`src/rtl/evcnt_pkg.sv`:
```
package evcnt_pkg;
   // control register bit positions
   localparam int CB_RISE = 0;
   localparam int CB_POLL = 1;
   localparam int CB_LOAD = 2;
   localparam int CB_SNAP = 3;
   localparam int CB_KEEP = 7;
   localparam int ADDR_CTRL = 0;

   typedef struct packed {
      logic keep;
      logic load_en;
      logic poll;
      logic rise;
   } evc_ctrl_t;
endpackage

```
`src/rtl/evcnt_sync.sv`:
```
module evcnt_sync #(
   parameter int STAGES = 2
) (
   input  logic clk,
   input  logic rst_n,
   input  logic din,
   output logic dout
);
   if (STAGES < 2) begin : g_bad_stages
      $error("evcnt_sync: STAGES must be at least 2");
   end

   logic [STAGES-1:0] chain_q;

   for (genvar s = 0; s < STAGES; s++) begin : g_stage
      if (s == 0) begin : g_first
         always_ff @(posedge clk or negedge rst_n) begin
            if (!rst_n) chain_q[s] <= 1'b0;
            else        chain_q[s] <= din;
         end
      end else begin : g_next
         always_ff @(posedge clk or negedge rst_n) begin
            if (!rst_n) chain_q[s] <= 1'b0;
            else        chain_q[s] <= chain_q[s-1];
         end
      end
   end

   assign dout = chain_q[STAGES-1];
endmodule

```
`src/rtl/evcnt_poll_timer.sv`:
```
module evcnt_poll_timer #(
   parameter int POLL_DIV = 4096
) (
   input  logic clk,
   input  logic rst_n,
   input  logic tick,
   input  logic osc_on,
   output logic stb
);
   localparam int TW = (POLL_DIV > 2) ? $clog2(POLL_DIV) : 1;
   localparam bit IS_POW2 = (POLL_DIV & (POLL_DIV - 1)) == 0;

   if (POLL_DIV < 2) begin : g_bad_div
      $error("evcnt_poll_timer: POLL_DIV must be at least 2");
   end

   logic [TW-1:0] tcnt_q;
   logic          adv;
   logic          last;

   assign adv = tick & osc_on;

   if (IS_POW2) begin : g_wrap
      // counter width matches the period, natural wrap ends it
      assign last = &tcnt_q;
      always_ff @(posedge clk or negedge rst_n) begin
         if (!rst_n)   tcnt_q <= '0;
         else if (adv) tcnt_q <= tcnt_q + 1'b1;
      end
   end else begin : g_cmp
      localparam logic [TW-1:0] TOP = TW'(POLL_DIV - 1);
      assign last = (tcnt_q == TOP);
      always_ff @(posedge clk or negedge rst_n) begin
         if (!rst_n)       tcnt_q <= '0;
         else if (adv) begin
            if (last) tcnt_q <= '0;
            else      tcnt_q <= tcnt_q + 1'b1;
         end
      end
   end

   assign stb = adv & last;


   osc_off_no_sample_chk: assert property (@(posedge clk) disable iff (!rst_n)
      !osc_on |-> !stb);

   sample_on_tick_chk: assert property (@(posedge clk) disable iff (!rst_n)
      stb |-> tick);
endmodule

```
`src/rtl/evcnt_edge.sv`:
```
module evcnt_edge (
   input  logic clk,
   input  logic rst_n,
   input  logic lvl,
   input  logic poll,
   input  logic rise_sel,
   input  logic stb,
   output logic evt
);
   logic prev_q;
   logic cont_evt;
   logic poll_evt;

   // previous level: every cycle when continuous, per sample when polled
   always_ff @(posedge clk or negedge rst_n) begin
      if (!rst_n)                prev_q <= 1'b0;
      else if (!poll || stb)     prev_q <= lvl;
   end

   assign cont_evt = rise_sel ? (lvl & ~prev_q) : (~lvl & prev_q);
   assign poll_evt = stb & lvl & ~prev_q;
   assign evt      = poll ? poll_evt : cont_evt;


   one_per_edge_chk: assert property (@(posedge clk) disable iff (!rst_n)
      evt && !poll |=> !evt);

   poll_only_at_sample_chk: assert property (@(posedge clk) disable iff (!rst_n)
      poll && !stb |-> !evt);
endmodule

```
`src/rtl/evcnt_core.sv`:
```
module evcnt_core #(
   parameter int BYTES = 2,
   parameter int DW    = 8
) (
   input  logic                clk,
   input  logic                rst_n,
   input  logic                evt,
   input  logic                load_en,
   input  logic [BYTES-1:0]    byte_wr,
   input  logic [DW-1:0]       wdata,
   input  logic                snap_req,
   output logic [BYTES*DW-1:0] cnt_q,
   output logic [BYTES*DW-1:0] snap_q
);
   localparam int CW = BYTES * DW;
   localparam logic [CW-1:0] ONE = CW'(1);

   if (BYTES < 1) begin : g_bad_bytes
      $error("evcnt_core: BYTES must be at least 1");
   end

   logic [CW-1:0] cnt_d;

   always_comb begin
      cnt_d = cnt_q;
      if (load_en) begin
         for (int i = 0; i < BYTES; i++) begin
            if (byte_wr[i]) cnt_d[i*DW +: DW] = wdata;
         end
      end else if (evt) begin
         cnt_d = cnt_q + ONE;
      end
   end

   always_ff @(posedge clk or negedge rst_n) begin
      if (!rst_n) begin
         cnt_q  <= '0;
         snap_q <= '0;
      end else begin
         cnt_q <= cnt_d;
         if (snap_req) snap_q <= cnt_q;
      end
   end


   held_while_loading_chk: assert property (@(posedge clk) disable iff (!rst_n)
      load_en && !(|byte_wr) |=> $stable(cnt_q));

   idle_no_change_chk: assert property (@(posedge clk) disable iff (!rst_n)
      !load_en && !evt |=> $stable(cnt_q));

   step_by_one_chk: assert property (@(posedge clk) disable iff (!rst_n)
      !load_en && evt |=> cnt_q == ($past(cnt_q) + ONE));

   capture_copy_chk: assert property (@(posedge clk) disable iff (!rst_n)
      snap_req |=> snap_q == $past(cnt_q));

   capture_hold_chk: assert property (@(posedge clk) disable iff (!rst_n)
      !snap_req |=> $stable(snap_q));
endmodule

```
`src/rtl/evt_cntr.sv`:
```
module evt_cntr
   import evcnt_pkg::*;
#(
   parameter int CNT_BYTES   = 2,
   parameter int DATA_W      = 8,
   parameter int ADDR_W      = 2,
   parameter int SYNC_STAGES = 2,
   parameter int POLL_DIV    = 4096
) (
   input  logic              clk,
   input  logic              rst_n,
   input  logic [ADDR_W-1:0] bus_addr,
   input  logic              bus_wr,
   input  logic [DATA_W-1:0] bus_wdata,
   output logic [DATA_W-1:0] bus_rdata,
   input  logic              evt_in,
   input  logic              tick_32k,
   input  logic              osc_on
);
   localparam int CW = CNT_BYTES * DATA_W;

   if (DATA_W < 8) begin : g_bad_dw
      $error("evt_cntr: DATA_W must be at least 8");
   end
   if ((1 << ADDR_W) < CNT_BYTES + 1) begin : g_bad_aw
      $error("evt_cntr: ADDR_W too small for the register map");
   end

   evc_ctrl_t            ctrl_q;
   logic                 ctrl_wr;
   logic                 snap_req;
   logic [CNT_BYTES-1:0] byte_wr;
   logic                 lvl;
   logic                 stb;
   logic                 evt;
   logic [CW-1:0]        cnt_q;
   logic [CW-1:0]        snap_q;

   assign ctrl_wr  = bus_wr && (bus_addr == ADDR_W'(ADDR_CTRL));
   assign snap_req = ctrl_wr && bus_wdata[CB_SNAP];

   for (genvar b = 0; b < CNT_BYTES; b++) begin : g_bsel
      assign byte_wr[b] = bus_wr && (bus_addr == ADDR_W'(b + 1));
   end

   // control register; polled mode overrides edge and retention bits
   always_ff @(posedge clk or negedge rst_n) begin
      if (!rst_n) begin
         ctrl_q <= '0;
      end else if (ctrl_wr) begin
         ctrl_q.poll    <= bus_wdata[CB_POLL];
         ctrl_q.rise    <= bus_wdata[CB_RISE] | bus_wdata[CB_POLL];
         ctrl_q.keep    <= bus_wdata[CB_KEEP] & ~bus_wdata[CB_POLL];
         ctrl_q.load_en <= bus_wdata[CB_LOAD];
      end
   end

   evcnt_sync #(.STAGES(SYNC_STAGES)) i_sync (
      .clk  (clk),
      .rst_n(rst_n),
      .din  (evt_in),
      .dout (lvl)
   );

   evcnt_poll_timer #(.POLL_DIV(POLL_DIV)) i_timer (
      .clk   (clk),
      .rst_n (rst_n),
      .tick  (tick_32k),
      .osc_on(osc_on),
      .stb   (stb)
   );

   evcnt_edge i_edge (
      .clk     (clk),
      .rst_n   (rst_n),
      .lvl     (lvl),
      .poll    (ctrl_q.poll),
      .rise_sel(ctrl_q.rise),
      .stb     (stb),
      .evt     (evt)
   );

   evcnt_core #(.BYTES(CNT_BYTES), .DW(DATA_W)) i_core (
      .clk     (clk),
      .rst_n   (rst_n),
      .evt     (evt),
      .load_en (ctrl_q.load_en),
      .byte_wr (byte_wr),
      .wdata   (bus_wdata),
      .snap_req(snap_req),
      .cnt_q   (cnt_q),
      .snap_q  (snap_q)
   );

   always_comb begin
      bus_rdata = '0;
      if (bus_addr == ADDR_W'(ADDR_CTRL)) begin
         bus_rdata[CB_RISE] = ctrl_q.rise;
         bus_rdata[CB_POLL] = ctrl_q.poll;
         bus_rdata[CB_LOAD] = ctrl_q.load_en;
         bus_rdata[CB_KEEP] = ctrl_q.keep;
      end
      for (int b = 0; b < CNT_BYTES; b++) begin
         if (bus_addr == ADDR_W'(b + 1)) bus_rdata = snap_q[b*DATA_W +: DATA_W];
      end
   end


   poll_forces_bits_chk: assert property (@(posedge clk) disable iff (!rst_n)
      ctrl_q.poll |-> ctrl_q.rise && !ctrl_q.keep);

   capture_bit_reads_zero_chk: assert property (@(posedge clk) disable iff (!rst_n)
      (bus_addr == ADDR_W'(ADDR_CTRL)) |-> !bus_rdata[CB_SNAP]);
endmodule

```
`config.mk`:
```
export PLATFORM = sky130hd
export DESIGN_NAME = evt_cntr
export DESIGN_NICKNAME = d
export VERILOG_FILES = /design/src/rtl/evcnt_pkg.sv /design/src/rtl/evcnt_sync.sv /design/src/rtl/evcnt_poll_timer.sv /design/src/rtl/evcnt_edge.sv /design/src/rtl/evcnt_core.sv /design/src/rtl/evt_cntr.sv
export SDC_FILE = /design/constraint.sdc
export NUM_CORES = 1
export LEC_CHECK = 0
export BUFFER_PORTS_ARGS = -buffer_cell sky130_fd_sc_hd__clkbuf_2
export CORE_AREA = 2 2 85 87
export DETAILED_ROUTE_END_ITERATION = 10
export DIE_AREA = 0 0 87 89
export PLACE_DENSITY = 0.64
export SLEW_MARGIN = 25
export SYNTH_ARGS = -nofsm -noshare
export SYNTH_HDL_FRONTEND = slang
export SYNTH_SLANG_ARGS = --single-unit
```
`constraint.sdc`:
```
create_clock -name clk -period 5.64 [get_ports clk]
set_clock_uncertainty 0.1 [all_clocks]
set_input_delay 0.564 -clock clk [delete_from_list [all_inputs] [get_ports clk]]
set_output_delay 0.564 -clock clk [all_outputs]
set_load 0.02 [all_outputs]
```
# --- Yosys cells after proc, flatten, opt, wreduce, memory -nomap -nowiden ---
# Index checks and enable logic that the tools add are counted.
totals:
  output_inout_bits: 8
  inputBits: 16
  ff_bits: 51
  word_cells: 49
classes:
  n_reduce_logical: 11
  bitwise_logic: 11
  n_mux: 10
  n_eq_ne: 4
  add_sub_neg: 2
op_table:
  columns: ["operator", "n"]
  rows:
  - ["two-way mux 16 bit", 2]
  - ["two-way mux 8 bit", 4]
  - ["adder 16 x 1 -> 16 bit, second input constant", 1]
  - ["adder 12 x 1 -> 12 bit, second input constant", 1]
  - ["AND reduction 12 bit", 1]
  - ["bitwise AND 1 bit", 7]
  - ["logical AND 1 bit", 4]
  - ["!= test 2 x 1 -> 1 bit, second input constant", 2]
  - ["AND reduction 2 bit", 2]
  - ["two-way mux 1 bit", 3]
  - ["two-way mux 3 bit", 1]
  - ["NOT 1 bit", 3]
  - ["== test 2 x 1 -> 1 bit, second input constant", 1]
  - ["== test 2 bit, second input constant", 1]
  - ["logical NOT 2 bit", 1]
  - ["nonzero test 2 bit", 1]
  - ["logical NOT 1 bit", 1]
  - ["logical OR 1 bit", 1]
  - ["bitwise OR 1 bit", 1]

# --- Logic depth before layout (Yosys ltp) ---
# Gate-level depths: netlist of run 1.
depth:
  ltp_word: 7
  depth_mapped: 8
  depth_no_buf: 6

# --- By module ---
# A second synthesis of run 1 with hierarchy kept.
unflattened:
  cells_unflattened: 242
  hier_area_um2: 2663.8
by_module_without_submodules:
  columns: ["mod", "cells_each", "area_each_um2", "instances"]
  rows:
  - ["evcnt_core", 155, 1639.1, 1]
  - ["evcnt_poll_timer", 47, 560.5, 1]
  - ["evt_cntr", 31, 339.1, 1]
  - ["evcnt_edge", 7, 75.1, 1]
  - ["evcnt_sync", 2, 50.0, 1]

# --- Worst setup path before layout of run 1 ---
# No wires, ideal clock.
synth_path:
  path_kind: "input to register"
  from: "input bus_addr[1]"
  to: "register i_core.snap_q[10]"
  setup_slack_ns: 3.509
  setup_time_ns: 0.128
  path_stages: 6
  arrival_ns: 1.904
  path_buffers: 3
  t_required_ns: 5.412
  path_cell_list: "clkbuf_1 nor3b_2 and2_1 buf_2 buf_4 mux2_1"
synth_between:
  elab_chain_len: 3
synth_rtl:
  columns: ["item", "line", "source"]
  rows:
  - ["start: declaration", "evt_cntr.sv:12", "input logic [ADDR_W-1:0] bus_addr,"]
  - ["logical NOT 2 bit", "evt_cntr.sv:39", "assign ctrl_wr = bus_wr && (bus_addr == ADDR_W'(ADDR_CTRL));"]
  - ["logical AND 1 bit", "evt_cntr.sv:39", null]
  - ["logical AND 1 bit", "evt_cntr.sv:40", "assign snap_req = ctrl_wr && bus_wdata[CB_SNAP];"]
  - ["end signal: assignment", "evcnt_core.sv:41", "if (snap_req) snap_q <= cnt_q;"]
  - ["end: declaration", "evcnt_core.sv:13", "output logic [BYTES*DW-1:0] snap_q"]
# Every way passes these cells.
# A chain may end at the register's enable or synchronous reset.

# --- Final worst setup path of run 1 ---
layout_path:
  from: "register, netlist name ctrl_q[2]"
  to: "register i_core.cnt_q[9]"
layout_between:
  elab_chain_len: 2
  elab_cells_between_ends: 4
layout_rtl:
  columns: ["item", "line", "source"]
  rows:
  - ["!= test 2 x 1 -> 1 bit (no source line) / nonzero test 2 bit (equally long branches)", null, null]
  - ["AND reduction 2 bit (no source line)", null, null]
  - ["end signal: assignment", "evcnt_core.sv:40", "cnt_q <= cnt_d;"]
  - ["end: declaration", "evcnt_core.sv:12", "output logic [BYTES*DW-1:0] cnt_q,"]
# Several ways; a longest one is shown, not always the timed one.

==> results.md, run 1 <==
- Vias per cell: 5.61
- Post-CTS Resized: 0
- Distinct cells, synth: 53
- RR Startpoint: ctrl_q[2]
- Post-CTS setup buffers: 0
- CTS tree: built
- Async S/R FF share, synth: 1.00
- Setup TNS: 0 ns
- Number of synthesized flops with an enable pin: 0
- Synthesized instance count: 254
- CTS Hold Bufs: 0
- N_diodes: 0
- Buf/Inv on CP: 1
- Worst R2R End: i_core.cnt_q[9]
- Nets: 292
- Outcome: completed
- Gr usage total: 0.160
- Final worst path period need: 2.95 ns
- GP Congestion: 0.837
- Top delay family on crit path: compound AO/OA/AOI/OAI gates
- CP startpoint kind: register
- Setup slack, reg-to-reg: 2.69 ns
- Unrepaired setup endpoints after global routing: false
- CP Capture Type: register
- Worst Tran Pin Value: 0.932 ns
- First-pass GRT wire length: 9.61 mm
- Post-Synth Adder-Cell Area: 0.00934
- Cell Chain, Critical Path: clkinv_1, o221ai_2, a22oi_1, o2bb2a_1
- Initial antenna violation count: 0
- Post-Route WL: 5.69 mm
- Max-cap check violation count: 0
- FF+latch count, synth: 51
- Req. time, crit path: 5.73 ns
- Std-Cell Rows: 30
- Dpl hpwl: 4.08 mm
- Root buffer cell: clkbuf_8
- Tot Pwr: 1250 µW
- Crit path depth: 4
- Area grow syn2layout: 9.62%
- Die Wd: 87 µm
- DRC violations left: 0
- Initial Utilization: 0.399
- Critical path type: register to register
- Seq/Total Area, Yosys: 0.476
- CP max FO: 30
- Final Hold Violating Endpoints: 0
- Boundary Pins: 24
- Cell Pwr Density: 424 mW/mm²
- CTS clk-pin slew, worst paths: 0.09 ns
- Fmax: 339 MHz
- Syn_area_per_cell: 10.6 µm²
- GRT overflow: 0
- Die height: 89 µm
- Post-synthesis mux area share: 0.0943
- Final ANT Viol Nets: 0
- Clock Latency Late Sink: 0.30 ns
- CTS Buffer Depth: 2
- Maximum VDD drop: 0.155 mV
- Worst hold path type: input port to async pin
- Worst R2R Path Depth: 4
- Finish-stage setup viols: 0
- Core area: 0.00672 mm²
- Post-Synth Simple-Gate Area: 0.181
- Compound-cell area share of the yosys netlist: 0.154
- Port Buffers: 23
- Max incr delay on CP: 0.96 ns
- Vias: 1,993
- H-tree depth: 2
- Maximum number of pins on one net before global-route repair: 52
- Largest family of logic cells by synthesized area: simple AND/OR/NAND/NOR gates
- Slew HR: 0.379
- DR iter-0 viols: 173
- Yosys synthesis warning count: 0
- Top_reg_cell synth: dfrtp_1
- Layout cells sized above 1: 0.178
- Post-Syn Nets: 272
- CTS sink count: 51
- Leakage power: 0.00128 µW
- DR WL/cell: 16.0 µm
- XOR/XNOR share of the synthesized area: 0.0359
- Slew Viols, Final: 0
- Mapped cell area: 0.00268 mm²
- Die Area: 0.00774 mm²
- Worst EP arrival: 3.04 ns
- CTS Buf Count: 5
- Initial DRT Pass Iterations: 4
- CP max-delay cell: dfrtp_1
- Final period util: 0.523
- Vias in the first global route: 1,884
## routing by layer
layer	share of wire	vias up	global-route usage	wire length (µm)
li1	-	971	-	-
met5	0	-	0	0
met4	0.0044	0	0.0284	25
met1	0.48	979	0.223	2750
met2	0.48	39	0.260	2740
met3	0.031	4	0.0369	177
## logic make-up after synthesis
| family | Yosys count |
|---|---|
| mux | 23 |
| xor+xnor | 11 |
| simple gates | 82 |
| buf+inv | 24 |
| compound gates | 61 |
| flops | 51 |
| fa+ha+maj | 2 |
## through the flow
stage | utilization | instance area [µm²] | hold WS (ns) | worst slack (ns) | std cells
2_1_floorplan | - | 2680 | 0.168 | 3.51 | 254
6_report | 0.437 | 2940 | 0.251 | 2.69 | 355
5_1_grt | 0.437 | 2940 | 0.248 | 2.47 | 355
3_3_place_gp | 0.420 | 2820 | 0.235 | 2.84 | 347
4_1_cts | 0.437 | 2940 | 0.258 | 2.76 | 355
3_5_place_dp | 0.420 | 2820 | 0.243 | 2.77 | 347
## layout by cell type, fill, tap and decap left out, drive strengths merged, types with 5 or more instances in the layout
cell type | netlist | routed
nor3 | 5 | 5
nand4 | 7 | 7
a22oi | 6 | 6
o22ai | 9 | 9
nor2 | 18 | 18
clkbuf | 6 | 29
mux2 | 18 | 18
xnor2 | 6 | 6
o21ai | 9 | 9
mux2i | 5 | 5
inv | 12 | 12
a21oi | 15 | 15
dfrtp | 51 | 51
nand3 | 10 | 10
xor2 | 5 | 5
nand2 | 21 | 21
a22o | 6 | 6
## synthesized netlist by cell type, types with 3 or more instances
library cell | count | share of area
nand2_1 | 20 | 0.028
o22ai_1 | 9 | 0.021
mux2_1 | 10 | 0.042
and3_1 | 3 | 0.0070
a31oi_1 | 4 | 0.0093
a22oi_1 | 6 | 0.017
a2bb2oi_1 | 3 | 0.0098
mux2_2 | 8 | 0.034
xnor2_1 | 6 | 0.020
a21oi_1 | 15 | 0.028
clkbuf_1 | 4 | 0.0056
a22o_1 | 6 | 0.020
inv_1 | 11 | 0.015
and2_1 | 3 | 0.0070
nor2_1 | 18 | 0.025
mux2i_1 | 5 | 0.019
o21ai_0 | 7 | 0.013
xor2_1 | 5 | 0.016
nor3_1 | 5 | 0.0093
dfrtp_1 | 51 | 0.48
nand3_1 | 9 | 0.017
nand4_1 | 5 | 0.012
## cell type report
class / instances / area, µm²
clock buffer: 6 / 82.6
clock inverter: 2 / 35.0
fill: 649 / 3780
inverter: 13 / 48.8
multi-input combinational: 179 / 1270
sequential: 51 / 1280
tap: 80 / 100
timing repair buffer: 24 / 123
## power by group
part / switching (µW) / internal [µW]
clock network: 117 / 144
registers: 160 / 501
logic: 166 / 158
## worst max path at each step
stage	from	endpoint	slack (ns)
after global placement	ctrl_q[2]	i_core.cnt_q[9]	2.84
after floorplan	bus_addr[1]	i_core.snap_q[10]	3.51
after detailed placement	ctrl_q[2]	i_core.cnt_q[9]	2.77
final	ctrl_q[2]	i_core.cnt_q[9]	2.69
after global routing	ctrl_q[2]	i_core.cnt_q[3]	2.47
after CTS	ctrl_q[2]	i_core.cnt_q[9]	2.76
## worst reg2reg max path: stages (launching register included)
cell and delay, ns:
dfrtp_1 0.96, clkinv_1 0.72, o221ai_2 0.55, a22oi_1 0.20
o2bb2a_1 0.32
## registers in the layout, indices dropped and copies added, names as in the netlist
register and count:
ctrl_q 4, i_core.cnt_q 16, i_core.snap_q 16, i_edge.prev_q 1
i_sync.chain_q 1, i_sync.dout 1, i_timer.tcnt_q 12
No activity file was read; power rests on OpenSTA's default activity.
==> run 2: changes to the inputs <==
- PLACE_DENSITY: 0.64 -> 0.66
- clock period: 5.64 -> 2.4 ns (I/O delays scaled with it)
==> run 2 against run 1 <==
  * Highest routed layer unchanged
  * Total power is 130% higher
  * Sequential share of layout area is 1.1 points lower
  * Clock power is 100% higher
  * Fmax is 34% higher
  * Worst setup slack worse by 2.5 ns
  * Routed wire length is 0.65% lower
  * Final cell count is 3.1% higher
  * Critical path depth is 3 higher
  * Via count is 2.5% higher
  * Combinational power grew to 2.5 times the previous value
  * Critical endpoint is now i_core.cnt_q[14]
  * Hold slack worse by 0.13 ns
==> results.md, run 2 (synthesized netlist as in run 1, its figures left out) <==
- H-tree depth: 2 (unchanged)
- First-pass GRT wire length: 9.85 mm (+2.4%)
- Setup TNS: 0 ns (unchanged)
- Nets: 303 (+3.8%)
- Vias: 2,043 (+2.5%)
- CP max FO: 9 (-70%)
- DRC violations left: 0 (unchanged)
- Core area: 0.00672 mm² (unchanged)
- Clock power frac: 0.183 (-0.026)
- DR iter-0 viols: 119 (-31%)
- Max-cap check violation count: 0 (unchanged)
- Setup slack, reg-to-reg: 0.20 ns (-2.50 ns)
- Switch Pwr: 1050 µW (+140%)
- Fmax: 454 MHz (+34%)
- Slew HR: 0.572 (+0.193)
- Critical path type: register to register
- Worst R2R Path Depth: 7 (+3)
- Non-Filler Instances: 366 (+3.1%)
- N_diodes: 0 (unchanged)
- Maximum VDD drop: 0.453 mV (+190%)
- Vias in the first global route: 1,978 (+5.0%)
- Final period util: 0.918 (+0.396)
- Worst R2R End: i_core.cnt_q[14]
- CTS Buf Count: 5 (unchanged)
- CTS clk-pin slew, worst paths: 0.10 ns (about the same)
- Die height: 89 µm (unchanged)
- Worst Tran Pin Value: 0.642 ns (-0.290 ns)
- Post-CTS setup buffers: 0 (unchanged)
- Clock Latency Late Sink: 0.31 ns (about the same)
- Slew Viols, Final: 0 (unchanged)
- Boundary Pins: 24 (unchanged)
- Die Wd: 87 µm (unchanged)
- Area grow syn2layout: 12.5%
- CTS Buffer Depth: 2 (unchanged)
- Place WS: 0.199 ns (-2.57 ns)
- Die Area: 0.00774 mm² (unchanged)
- HP Start: bus_wdata[7]
- Initial DRT Pass Iterations: 4 (unchanged)
- Commonest cells after routing, fill and taps aside: dfrtp_1 (51), clkbuf_2 (23), nand2_1 (20)
- Unrepaired setup endpoints after global routing: false
- Commonest non-fill, non-tap cell in the layout: dfrtp_1
- Dpl hpwl: 4.27 mm (+4.7%)
- Vias per cell: 5.58 (-0.57%)
- Initial antenna violation count: 0 (unchanged)
- Top Registers: i_core.cnt_q (16), i_core.snap_q (16), i_timer.tcnt_q (12)
- Gr usage total: 0.161 (+0.00111)
- Placed Cells: 356 (+2.6%)
- Final ANT Viol Nets: 0 (unchanged)
- Root buffer cell: clkbuf_8
- Sequential share of power: 0.529 (about the same)
- Worst hold path type: input port to register
- Layout cells sized above 1: 0.199 (+0.0211)
- Outcome: completed
- Maximum number of pins on one net before global-route repair: 29 (-44%)
- Cell Pwr Density: 949 mW/mm² (+120%)
- GRT overflow: 0 (unchanged)
- RR Startpoint: i_timer.tcnt_q[0]
- Leakage power: 0.00133 µW (+3.5%)
- Std-Cell Rows: 30 (unchanged)
- CP startpoint kind: register
- GP Congestion: 0.854 (+2.1%)
- CTS tree: built
- Final worst path period need: 2.20 ns (-0.744 ns)
- DR WL/cell: 15.5 µm (-3.6%)
- Finish-stage setup viols: 0 (unchanged)
- Initial Utilization: 0.399 (unchanged)
- Top cell by count, worst path: a22o_1
- CP max-delay cell: dfrtp_1
- Req. time, crit path: 2.50 ns (-3.23 ns)
- Post-Route WL: 5.66 mm (-0.65%)
- CTS sink count: 51 (unchanged)
- Final Hold Violating Endpoints: 0 (unchanged)
- Worst EP arrival: 2.30 ns (-0.74 ns)
- Cell Chain, Critical Path: ha_1, nand3_1, nor4_4, o221ai_2, buf_4, a22o_1, a22o_1
- Final hold slack: 0.121 ns (-0.130 ns)
- Cell internal pwr: 1810 µW (+130%)
- Final WS setup: 0.196 ns (-2.50 ns)
- CP Capture Type: register
- Hold EP: ctrl_q[3]
- Hold-critical path depth: 3
- Combinational share of power: 0.288 (+0.027)
- Max incr delay on CP: 0.39 ns (-0.57 ns)
- Port Buffers: 23 (unchanged)
- Switching Fraction: 0.366 (+0.0107)
run 2: cell count changes in the layout (fill, tap and decap cells not counted):
cell           before  now
buf_4               1    9
dlygate4sd3_1       0    2
buf_12              0    1
bufinv_16           1    0
clkbuf_1            0    1
clkinv_2            1    0
clkinv_4            0    1
run 2: worst max-delay path, delay by kind of cell, from the launching register on:
kind                       cells  cell delay, ns
AOI/OAI and AO/OA              3            0.71
and+or+nand+nor                2            0.48
DFF                            1            0.39
adders and majority gates      1            0.18
buffers and inverters          1            0.25
run 2: cell type report:
type / instances / area (µm²)
inverters: 13 / 48.8
well taps: 80 / 100
clock buffers: 7 / 86.3
multi-input cells: 179 / 1270
clock inverters: 1 / 8.76
repair buffers: 35 / 223
fillers: 632 / 3700
flip-flops and latches: 51 / 1280
run 2: what timing repair did:
item,in CTS,in global routing
hold buffers,2,0
hold endpoints to repair,24,0
resized for setup,0,0
run 2: how the worst max path moves through the flow:
stage | startpoint | end
5_1_grt | i_timer.tcnt_q[0] | i_core.cnt_q[14]
3_3_place_gp | i_timer.tcnt_q[0] | i_core.cnt_q[14]
6_report | i_timer.tcnt_q[0] | i_core.cnt_q[14]
4_1_cts | i_timer.tcnt_q[0] | i_core.cnt_q[14]
3_5_place_dp | i_timer.tcnt_q[0] | i_core.cnt_q[14]
2_1_floorplan | i_timer.tcnt_q[0] | i_core.cnt_q[15]
run 2: power groups by stage:
| stage | combinational [µW] | clock (µW) | sequential (µW) |
|---|---|---|---|
| finish | 824 | 525 | 1510 |
| global route | 924 | 571 | 1560 |
| floorplan | 646 | 0 | 1430 |
| CTS | 831 | 532 | 1510 |
| global placement | 807 | 0 | 1520 |
| detailed placement | 823 | 0 | 1530 |
run 2: layer usage:
metal / up-vias / wire (µm) / track usage
met2: 54 / 2700 / 0.267
li1: 990 / - / -
met4: 0 / 65 / 0.0398
met3: 6 / 206 / 0.0305
met1: 993 / 2680 / 0.219
met5: - / 0 / 0
run 2: through the flow:
step                total power (µW)  cell area (µm²)  utilization
detailed placement              2350             2900        0.432
CTS                             2870             3020        0.449
floorplan                       2080             2680            -
finish                          2860             3020        0.449
global placement                2330             2900        0.432
global route                    3060             3020        0.449
==> run 3: changes to the inputs <==
- PLACE_DENSITY: 0.66 -> 0.64
- clock period: 2.4 -> 2.6 ns (I/O delays scaled with it)
==> run 3 against run 2 <==
  * Core utilization is 0.48 points lower
  * First-iteration DRC count is 40% higher
  * Hold slack worse by 0.0011 ns
  * Cell area is 1.1% lower
  * Routed wire length is 3.5% higher
  * Sequential power is 6% lower
  * Non-clock buffer count is 3 lower
  * Critical path type unchanged
  * Largest cell class unchanged
  * Highest routed layer unchanged
==> results.md, run 3 (synthesized netlist as in run 1, its figures left out) <==
- GRT overflow: 0 (unchanged)
- GP Congestion: 0.823 (-3.7%)
- Cell Pwr Density: 887 mW/mm² (-6.6%)
- Cell internal pwr: 1640 µW (-9.5%)
- Combinational share of power: 0.277 (-0.011)
- DR iter-0 viols: 167 (+40%)
- Unrepaired setup endpoints after global routing: false
- Final WS setup: 0.344 ns (+0.149 ns)
- DRC violations left: 0 (unchanged)
- Tot Pwr: 2650 µW (-7.6%)
- Gr usage total: 0.165 (+0.00328)
- Slew Viols, Final: 0 (unchanged)
- Multi-input logic area: 0.00127 mm² (unchanged)
- Vias: 2,064 (+1.0%)
- CP Capture Type: register
- Slew HR: 0.569 (-0.00278)
- First-pass GRT wire length: 10.0 mm (+1.6%)
- Design area: 0.00298 mm² (-1.1%)
- Maximum number of pins on one net before global-route repair: 52 (+79%)
- CTS Buf Count: 5 (unchanged)
- Die Area: 0.00774 mm² (unchanged)
- Non-Filler Instances: 363 (-0.82%)
- Finish-stage setup viols: 0 (unchanged)
- Die height: 89 µm (unchanged)
- Critical path type: register to register
- Root buffer cell: clkbuf_8
- Place WS: 0.387 ns (+0.188 ns)
- Final period util: 0.868 (-0.0510)
- Dpl hpwl: 4.20 mm (-1.5%)
- CTS sink count: 51 (unchanged)
- Commonest non-fill, non-tap cell in the layout: dfrtp_1
- Clock power frac: 0.184 (about the same)
- Max-cap check violation count: 0 (unchanged)
- CTS tree: built
- Core area: 0.00672 mm² (unchanged)
- Maximum VDD drop: 0.427 mV (-5.9%)
- Commonest cells after routing, fill and taps aside: dfrtp_1 (51), clkbuf_2 (23), nand2_1 (20)
- Worst hold path type: input port to register
- Post-Route WL: 5.85 mm (+3.5%)
- N_diodes: 0 (unchanged)
- CP max FO: 12 (+3)
- Layout cells sized above 1: 0.194 (-0.00495)
- Std-Cell Rows: 30 (unchanged)
- Worst R2R Path Depth: 7 (unchanged)
- Port Buffers: 23 (unchanged)
- Area grow syn2layout: 11.3%
- Initial antenna violation count: 0 (unchanged)
- Nets: 300 (-0.99%)
- Vias per cell: 5.69 (+1.9%)
- CTS clk-pin slew, worst paths: 0.10 ns (about the same)
- Sequential share of power: 0.538 (+0.009)
- H-tree depth: 2 (unchanged)
- Outcome: completed
- Worst EP arrival: 2.35 ns (+0.05 ns)
- Fmax: 443 MHz (-2.3%)
- Setup TNS: 0 ns (unchanged)
- Hold-critical path depth: 3 (unchanged)
- Vias in the first global route: 1,969 (-0.46%)
- DR WL/cell: 16.1 µm (+4.4%)
- Final ANT Viol Nets: 0 (unchanged)
- Placed Cells: 353 (-0.84%)
- CTS Buffer Depth: 2 (unchanged)
- Initial DRT Pass Iterations: 5 (+1)
- Final worst path period need: 2.26 ns (+0.0512 ns)
- Req. time, crit path: 2.70 ns (+0.20 ns)
- DP Area: 0.00287 mm² (-1.2%)
- Boundary Pins: 24 (unchanged)
- Die Wd: 87 µm (unchanged)
- Final Hold Violating Endpoints: 0 (unchanged)
- Reg area: 0.00128 mm² (unchanged)
- Leakage power: 0.00131 µW (-1.3%)
- Fill cells: 640 (+1.3%)
- Initial Utilization: 0.399 (unchanged)
- Setup slack, reg-to-reg: 0.34 ns (+0.15 ns)
- Clock Latency Late Sink: 0.31 ns (about the same)
- Switch Pwr: 1000 µW (-4.3%)
- Switching Fraction: 0.380 (+0.0133)
- Post-CTS setup buffers: 0 (unchanged)
- Top Registers: i_core.cnt_q (16), i_core.snap_q (16), i_timer.tcnt_q (12)
- Worst Tran Pin Value: 0.646 ns (+0.00416 ns)
- CP startpoint kind: register
## run 3: what timing repair did
| action | CTS | global route |
|---|---|---|
| hold buffers | 2 | 0 |
| resized for setup | 0 | 0 |
| endpoints found under the hold margin | 52 | 0 |
## run 3: final cells by class
type,count,share of cell area
flip-flops and latches,51,0.428
multi-input cells,179,0.427
repair buffers,32,0.0629
well taps,80,0.0336
clock buffers,5,0.0231
inverters,13,0.0164
clock inverters,3,0.00965
## run 3: worst max-delay path, stage by stage (launching register included)
cell	delay [ns]
dfrtp_1	0.42
ha_1	0.22
nand3_1	0.15
nor4_4	0.08
o221ai_2	0.48
buf_4	0.29
a22oi_1	0.10
o2bb2a_1	0.32
## run 3: path summary, 6_finish.rpt
kind / endpoint / from
worst max-delay path: i_core.cnt_q[9] / i_timer.tcnt_q[0]
worst min-delay path: ctrl_q[2] / bus_wdata[2]
worst max register to register: i_core.cnt_q[9] / i_timer.tcnt_q[0]
worst min register to register: i_sync.dout / i_sync.chain_q[0]
max in group asynchronous: i_sync.dout / rst_n
min in group asynchronous: i_core.snap_q[3] / rst_n
## run 3: routing by layer
layer / vias up / global-route usage / routed length, µm
met1: 1026 / 0.230 / 2720
met2: 46 / 0.256 / 2850
met3: 7 / 0.0259 / 190
met5: - / 0 / 0
met4: 0 / 0.0668 / 91
li1: 985 / - / -
## run 3: power by group through the flow
stage | Sequential [µW] | Clock, µW | Combinational (µW)
5_1_grt | 1470 | 532 | 820
6_report | 1420 | 488 | 733
3_3_place_gp | 1420 | 0 | 716
3_5_place_dp | 1440 | 0 | 734
4_1_cts | 1420 | 505 | 741
2_1_floorplan | 1320 | 0 | 596
## run 3: stage by stage
step,hold WS (ns),util
4_1_cts,0.119,0.444
5_1_grt,0.118,0.444
6_report,0.120,0.444
2_1_floorplan,-0.136,-
3_5_place_dp,0.238,0.426
3_3_place_gp,0.234,0.426
